### config.mk
export PLATFORM = sky130hd
export DESIGN_NAME = black_clamp_top
export DESIGN_NICKNAME = d
export VERILOG_FILES = /design/src/rtl/blk_clamp_pkg.sv /design/src/rtl/clamp_ob_ctrl.sv /design/src/rtl/clamp_est_blend.sv /design/src/rtl/clamp_pix_sub.sv /design/src/rtl/black_clamp_top.sv
export SDC_FILE = /design/constraint.sdc
export NUM_CORES = 1
export LEC_CHECK = 0
export BUFFER_PORTS_ARGS = -buffer_cell sky130_fd_sc_hd__buf_2
export CAP_MARGIN = 0
export CORE_UTILIZATION = 60
export CTS_CLUSTER_SIZE = 25
export DETAILED_ROUTE_END_ITERATION = 12
export HOLD_SLACK_MARGIN = 0.02
export PLACE_DENSITY = 0.85
export RECOVER_POWER = 25
export SYNTH_ARGS = -nofsm -noshare
export SYNTH_HDL_FRONTEND = slang
export SYNTH_SLANG_ARGS = --single-unit
### constraint.sdc
create_clock -name clk -period 13.6 [get_ports clk]
set_input_delay 1.36 -clock clk [delete_from_list [all_inputs] [get_ports clk]]
set_output_delay 1.36 -clock clk [all_outputs]
set_load 0.05 [all_outputs]
### src/rtl/blk_clamp_pkg.sv
package blk_clamp_pkg;

    typedef enum logic [1:0] {
        ST_IDLE   = 2'd0,
        ST_GATHER = 2'd1,
        ST_MIX    = 2'd2,
        ST_PASS   = 2'd3
    } clamp_state_e;

endpackage

### src/rtl/clamp_ob_ctrl.sv
module clamp_ob_ctrl
    import blk_clamp_pkg::*;
#(
    parameter int PIX_W   = 10,
    parameter int OB_LOG2 = 4
) (
    input  logic             clk,
    input  logic             rst_n,
    input  logic             in_valid,
    input  logic [PIX_W-1:0] in_pix,
    input  logic             in_sol,
    input  logic             in_ob,
    output logic             upd,
    output logic [PIX_W-1:0] avg
);

    localparam int OB_LEN = 1 << OB_LOG2;
    localparam int CNT_W  = OB_LOG2 + 1;
    localparam int SUM_W  = PIX_W + OB_LOG2;

    clamp_state_e state, nxt;
    logic [CNT_W-1:0] cnt, base_cnt;
    logic [SUM_W-1:0] sum, base_sum;
    logic start, gathering, take, last;
    clamp_state_e gather_next;

    always_comb begin
        start     = in_valid && in_sol;
        gathering = start || (state == ST_GATHER);
        base_cnt  = start ? '0 : cnt;
        base_sum  = start ? '0 : sum;
        take      = in_valid && gathering && in_ob;
        last      = take && (base_cnt == CNT_W'(OB_LEN - 1));
        if (last)
            gather_next = ST_MIX;
        else if (take)
            gather_next = ST_GATHER;
        else
            gather_next = ST_PASS;
    end

    always_comb begin
        nxt = state;
        unique case (state)
            ST_IDLE:   nxt = start ? gather_next : ST_IDLE;
            ST_GATHER: nxt = in_valid ? gather_next : ST_GATHER;
            ST_MIX:    nxt = start ? gather_next : ST_PASS;
            ST_PASS:   nxt = start ? gather_next : ST_PASS;
            default:   nxt = ST_IDLE;
        endcase
    end

    always_ff @(posedge clk) begin
        if (!rst_n)
            state <= ST_IDLE;
        else
            state <= nxt;
    end

    always_ff @(posedge clk) begin
        if (!rst_n) begin
            cnt <= '0;
            sum <= '0;
        end else if (take) begin
            cnt <= base_cnt + CNT_W'(1);
            sum <= base_sum + SUM_W'(in_pix);
        end else if (start) begin
            cnt <= '0;
            sum <= '0;
        end
    end

    always_comb begin
        upd = (state == ST_MIX);
        avg = sum[SUM_W-1:OB_LOG2];
    end

    AST_CNT_LIMIT: assert property (@(posedge clk) disable iff (!rst_n)
        cnt <= CNT_W'(OB_LEN));
    AST_MIX_FULL: assert property (@(posedge clk) disable iff (!rst_n)
        (state == ST_MIX) |-> (cnt == CNT_W'(OB_LEN)));
    AST_MIX_ONCE: assert property (@(posedge clk) disable iff (!rst_n)
        ((state == ST_MIX) && !in_valid) |=> (state == ST_PASS));
    AST_IDLE_GAP: assert property (@(posedge clk) disable iff (!rst_n)
        (!in_valid && (state == ST_GATHER)) |=> ($stable(cnt) && $stable(sum)));

endmodule

### src/rtl/clamp_est_blend.sv
module clamp_est_blend #(
    parameter int PIX_W = 10,
    parameter int K_W   = 8
) (
    input  logic             clk,
    input  logic             rst_n,
    input  logic             upd,
    input  logic [PIX_W-1:0] avg,
    input  logic [K_W-1:0]   k_coef,
    output logic [PIX_W-1:0] est
);

    localparam int PROD_W = PIX_W + K_W + 3;

    logic                     seeded;
    logic signed [PIX_W:0]    diff;
    logic signed [K_W+1:0]    wgt;
    logic signed [PROD_W-1:0] prod, shf, total;
    logic        [PIX_W-1:0]  blended;

    always_comb begin
        diff    = $signed({1'b0, avg}) - $signed({1'b0, est});
        wgt     = $signed((K_W+2)'(1 << K_W)) - $signed({2'b00, k_coef});
        prod    = PROD_W'(diff) * PROD_W'(wgt);
        shf     = prod >>> K_W;
        total   = shf + $signed(PROD_W'(est));
        blended = total[PIX_W-1:0];
    end

    always_ff @(posedge clk) begin
        if (!rst_n) begin
            est    <= '0;
            seeded <= 1'b0;
        end else if (upd) begin
            est    <= seeded ? blended : avg;
            seeded <= 1'b1;
        end
    end

    AST_FIRST_LOAD: assert property (@(posedge clk) disable iff (!rst_n)
        (upd && !seeded) |=> (est == $past(avg)));
    AST_BLEND_BOUND: assert property (@(posedge clk) disable iff (!rst_n)
        (upd && seeded) |=> ((est >= $past(avg) || est >= $past(est)) &&
                             (est <= $past(avg) || est <= $past(est))));
    AST_EST_HOLD: assert property (@(posedge clk) disable iff (!rst_n)
        !upd |=> $stable(est));

endmodule

### src/rtl/clamp_pix_sub.sv
module clamp_pix_sub #(
    parameter int PIX_W = 10
) (
    input  logic             clk,
    input  logic             rst_n,
    input  logic             in_valid,
    input  logic [PIX_W-1:0] in_pix,
    input  logic [PIX_W-1:0] est,
    output logic             out_valid,
    output logic [PIX_W-1:0] out_pix
);

    logic             v1;
    logic [PIX_W-1:0] p1;
    logic [PIX_W:0]   delta;

    always_comb delta = {1'b0, p1} - {1'b0, est};

    always_ff @(posedge clk) begin
        if (!rst_n) begin
            v1        <= 1'b0;
            p1        <= '0;
            out_valid <= 1'b0;
            out_pix   <= '0;
        end else begin
            v1        <= in_valid;
            p1        <= in_valid ? in_pix : p1;
            out_valid <= v1;
            if (v1)
                out_pix <= delta[PIX_W] ? '0 : delta[PIX_W-1:0];
        end
    end

    AST_LATENCY: assert property (@(posedge clk) disable iff (!rst_n)
        out_valid == $past(in_valid, 2));
    AST_FLOOR: assert property (@(posedge clk) disable iff (!rst_n)
        (v1 && (p1 <= est)) |=> (out_valid && out_pix == '0));

endmodule

### src/rtl/black_clamp_top.sv
module black_clamp_top #(
    parameter int PIX_W   = 10,
    parameter int OB_LOG2 = 4,
    parameter int K_W     = 8
) (
    input  logic             clk,
    input  logic             rst_n,
    input  logic             in_valid,
    input  logic [PIX_W-1:0] in_pix,
    input  logic             in_sol,
    input  logic             in_ob,
    input  logic [K_W-1:0]   k_coef,
    output logic             out_valid,
    output logic [PIX_W-1:0] out_pix
);

    logic             upd;
    logic [PIX_W-1:0] avg;
    logic [PIX_W-1:0] est;

    clamp_ob_ctrl #(.PIX_W(PIX_W), .OB_LOG2(OB_LOG2)) ctrl_i (
        .clk      (clk),
        .rst_n    (rst_n),
        .in_valid (in_valid),
        .in_pix   (in_pix),
        .in_sol   (in_sol),
        .in_ob    (in_ob),
        .upd      (upd),
        .avg      (avg)
    );

    clamp_est_blend #(.PIX_W(PIX_W), .K_W(K_W)) blend_i (
        .clk    (clk),
        .rst_n  (rst_n),
        .upd    (upd),
        .avg    (avg),
        .k_coef (k_coef),
        .est    (est)
    );

    clamp_pix_sub #(.PIX_W(PIX_W)) sub_i (
        .clk       (clk),
        .rst_n     (rst_n),
        .in_valid  (in_valid),
        .in_pix    (in_pix),
        .est       (est),
        .out_valid (out_valid),
        .out_pix   (out_pix)
    );

endmodule

# == After elaboration in Yosys (flattened, before gate mapping) ==
# Index checks and enable logic that the tools add are counted.
# totals
register_bits,54
inputBits,23
output_inout_bits,11
word_cells,39
# classes
add_sub_neg,6
mul,1
n_eq_ne,4
n_mux,12
reduce_logical,7
# op_table
op,count
$mux W14,2
$sub A10 B10 Y11,2
$mux W10,2
$mul A11 B10 Y18,1
$add A14 B10 Y14,1
$add A10 B10 Y10,1
$mux W2,5
$mux W5,2
$sub A9 B8 Y10 const A,1
$pmux W2 S3,1
$add A5 B1 Y5 const B,1
$eq A5 B4 Y1 const B,1
$eq A2 B2 Y1 const B,2
$logic_and A1 B1 Y1,4
$eq A2 B1 Y1 const B,1
$logic_not A2 Y1,1
$reduce_or A2 Y1,1
$logic_or A1 B1 Y1,1

# == Logic depth before layout (Yosys ltp) ==
# depth
depth_word,8
depth_mapped,36
mapped_depth_nobuf,35

# == By module ==
# From an unflattened synthesis, not the netlist that was laid out.
# unflattened
cells_unflattened,897
area_unflattened_um2,7581.0
# by_module_without_submodules
mod,n_inst,cells_per_inst,area_per_inst_um2,seq_area_each_um2
clamp_est_blend,1,558,4694.5,220.2
clamp_ob_ctrl,1,197,1589.0,420.4
clamp_pix_sub,1,142,1297.5,440.4

# == Least setup slack after synthesis ==
# OpenSTA, ideal clock, no wires.
# synth_path
kind,input to register
from,input port k_coef[0]
to,register blend_i.est[9]
setup_time_ps,118
arrival_ps,8274
t_required_ps,13482
slack_ps,5208
path_stages,31
n_path_buf,2
path_cell_list,clkbuf_1 -> inv_1 -> ha_1 -> xnor2_1 -> clkbuf_1 -> nand2_1 -> fa_1 -> inv_1 -> fa_1 -> ha_1 -> fa_1 -> inv_1 -> fa_1 -> inv_1 -> ha_1 -> a2111oi_0 -> o21ai_1 -> or2_2 -> o21ai_0 -> nor2_1 -> a21o_1 -> xor2_1 -> ha_1 -> nand3_1 -> o2111ai_1 -> a31o_2 -> a21oi_1 -> xnor2_1 -> xnor3_1 -> xnor2_1 -> o2bb2ai_1
# synth_between
elab_chain_cells,4
# synth_lines
element,line_no,source
start: declaration,black_clamp_top.sv:12,"input logic [K_W-1:0] k_coef,"
$sub A9 B8 Y10,clamp_est_blend.sv:23,"wgt = $signed((K_W+2)'(1 << K_W)) - $signed({2'b00, k_coef});"
$mul A11 B10 Y18,clamp_est_blend.sv:24,prod = PROD_W'(diff) * PROD_W'(wgt);
$add A10 B10 Y10,clamp_est_blend.sv:26,total = shf + $signed(PROD_W'(est));
$mux W10,clamp_est_blend.sv:35,est <= seeded ? blended : avg;
end signal: assignment,clamp_est_blend.sv:35,
end: declaration,clamp_est_blend.sv:10,output logic [PIX_W-1:0] est
# Every way passes these cells.
# A chain may end at the register's enable or synchronous reset.

# == Worst setup path after layout ==
# Same ends and word-level chain as after synthesis.

==> impl_results.md <==
- Status: finished clean
- CP max stage cell: xnor2_1
- Synth Flop Type: dfxtp_1
- Rel. slew slack: 0.209
- Final hold vios: 0
- Critical path startpoint category: input port
- Final HPWL DP: 12600 um
- Flops & latches, synth: 54
- Setup-failing EPs final: 0
- Cell taking the most area after synthesis: fa_1
- TNS Setup: 0 ps
- Synth top area cells: fa_1 22%, dfxtp_1 15%, ha_1 14%
- Syn Nets: 1024
- Final GP Congestion: 0.939
- Register area share after synthesis: 0.153
- Syn Std Cell Area: 7080 sq um
- Synth top area share: 0.220
- YS warnings: 0
- Cell Rows: 39
- Worst setup path class: in2reg
- Routed Wire Length: 15500 um
- TritonCTS clock tree: yes
- CP Capture Type: register
- Vias in the first global route: 5819
- Tcrit/Tclk final: 0.648
- Clk root buf: clkbuf_16
- Post-layout min period: 8810 ps
- Initial core utilization: 0.618
- Initial DRC count: 315
- Fmax: 113 MHz
- Io pins: 34
- Layout cell share with drive strength beyond 1: 0.0648
- Critical path arrival: 9000 ps
- H-tree depth: 2
- Drt wl/cell: 15.4 um
- Layout net count: 1045
- Async S/R FF share, synth: 0
- Global-route wire length before repair: 26900 um
- DRT Pass-1 Iters: 5
- Post-cts sizing count: 0
- Core ar.: 11500 sq um
- Clock Skew: 9.22 ps
- Antenna violations before repair: 0
- Mapped Avg Cell Area: 8.41 sq um
- Max-Cap Viols: 0
- Skew-Pair Late Insertion Delay: 290 ps
- Pin count of the biggest net entering global routing: 38
- Slew @ Worst Pin: 1190 ps
- Vias: 5695
- Netlist cell types: 63
- RSZ-0062 raised after global routing: no
- CP max stage delay: 720 ps
- PortBufs: 33
- Hold_buf cts: 0
- EDFF count, synth: 0
- Required time of the critical path: 13790 ps
- Global route total overflow: 0
- Total track usage: 0.268
- Clk sinks: 54
- Die height: 111 um
- Cells after Synth: 842
- Post-route ant nets: 0
- Worst-path fanout max: 11
- Layout area overhead: 6.25%
- Drc violations: 0
- # diodes: 0
- CTS Buf Count: 5
- CTS clk-pin slew, worst paths: 70 ps
- Min-Delay Path Class: reg2reg
- Average vias per placed instance: 5.66
- Setup bufs post-CTS: 0
- Pins Over Slew Limit: 0
- Die area: 12200 sq um
- Die X: 111 um
- CTS Buffer Depth: 2
-- routing by layer --
metal / share of wire / wire (um) / vias to the layer above / GRT usage
met3: 0.052 / 809 / 39 / 0.0301
met1: 0.42 / 6560 / 2715 / 0.353
met4: 0.028 / 441 / 0 / 0.0862
li1: - / - / 2767 / -
met2: 0.50 / 7680 / 174 / 0.460
met5: 0 / 0 / - / 0
-- worst paths after layout --
path	depth (start not counted)	slack [ps]	start	endpoint
min	1	480	sub_i.out_pix[7]	sub_i.out_pix[7]
min reg2reg	1	480	sub_i.out_pix[7]	sub_i.out_pix[7]
max reg2reg	33	4850	ctrl_i.sum[4]	blend_i.est[9]
max	30	4790	k_coef[0]	blend_i.est[9]
-- final cells by class --
cell class | instances | area (sq um)
Multi-Input combinational cell | 631 | 5410
Fill cell | 939 | 3940
Timing Repair Buffer | 35 | 175
Clock buffer | 5 | 125
Tap cell | 143 | 179
Inverter | 136 | 510
Clock inverter | 3 | 43.8
Sequential cell | 54 | 1080
-- cell usage after synthesis, drive strengths merged, types with 3 or more instances --
master,number
nand3b,4
or3,6
o2111ai,3
nand2b,9
inv,136
a21oi,38
nor2b,10
a31oi,3
and2,16
dfxtp,54
xor2,21
mux2i,19
a21boi,5
nor3,8
a2111oi,5
nor2,95
buf,3
xnor2,43
clkbuf,18
ha,81
and3,6
a21o,6
nand3,10
o21ai,25
fa,78
a22o,10
nand2,94
a211oi,7
-- flip-flops by register name, summed over array words and instances (netlist names) --
register         cells
ctrl_i.sum          14
blend_i.est         10
sub_i.out_pix       10
sub_i.p1            10
ctrl_i.cnt           5
ctrl_i.state         2
blend_i.seeded       1
sub_i.out_valid      1
sub_i.v1             1
-- cell usage in the layout (no fill, tap or decap), types with 7 or more instances in the layout --
cell / n
inv_1: 136
buf_2: 29
nor2_1: 95
nand2b_1: 9
a22o_1: 10
xnor2_1: 43
o21ai_0: 23
mux2i_1: 19
nor2b_1: 9
nand3_1: 10
nand2_1: 93
a21oi_1: 36
fa_1: 78
ha_1: 81
xor2_1: 21
dfxtp_1: 54
nor3_1: 8
a211oi_1: 7
and2_1: 12
-- kinds of logic (layout without fill, tap and decap cells) --
kind of cell	count (synthesis)	in the layout	synth area share
adder cells (fa/ha/maj)	159	159	0.363
XOR/XNOR	65	65	0.0823
buffers and inverters	157	179	0.0834
multiplexers	19	19	0.0268
AND/OR/NAND/NOR	268	268	0.171
AO/OA/AOI/OAI	120	120	0.120
flip-flops	54	54	0.153
-- per-stage QoR --
stage	setup WS (ps)	instances	instance area (sq um)	hold slack [ps]	util
2_1_floorplan	5210	842	7080	447	-
3_3_place_gp	4680	999	7360	459	0.642
3_5_place_dp	4580	999	7360	462	0.642
4_1_cts	4820	1007	7530	482	0.657
5_1_grt	4350	1007	7530	504	0.656
6_report	4790	1007	7530	480	0.656
-- critical path, delay by kind of cell --
family / cells / cell delay (ps)
AOI/OAI and AO/OA: 8 / 1660
xor gates and xnor gates: 5 / 1580
adders and majority gates: 8 / 3200
buffers and inverters: 5 / 460
and+or+nand+nor: 4 / 730
Power is left out: the tool's default activity adds up to more than one toggle a clock period on the data nets, which glitch-free logic cannot reach.
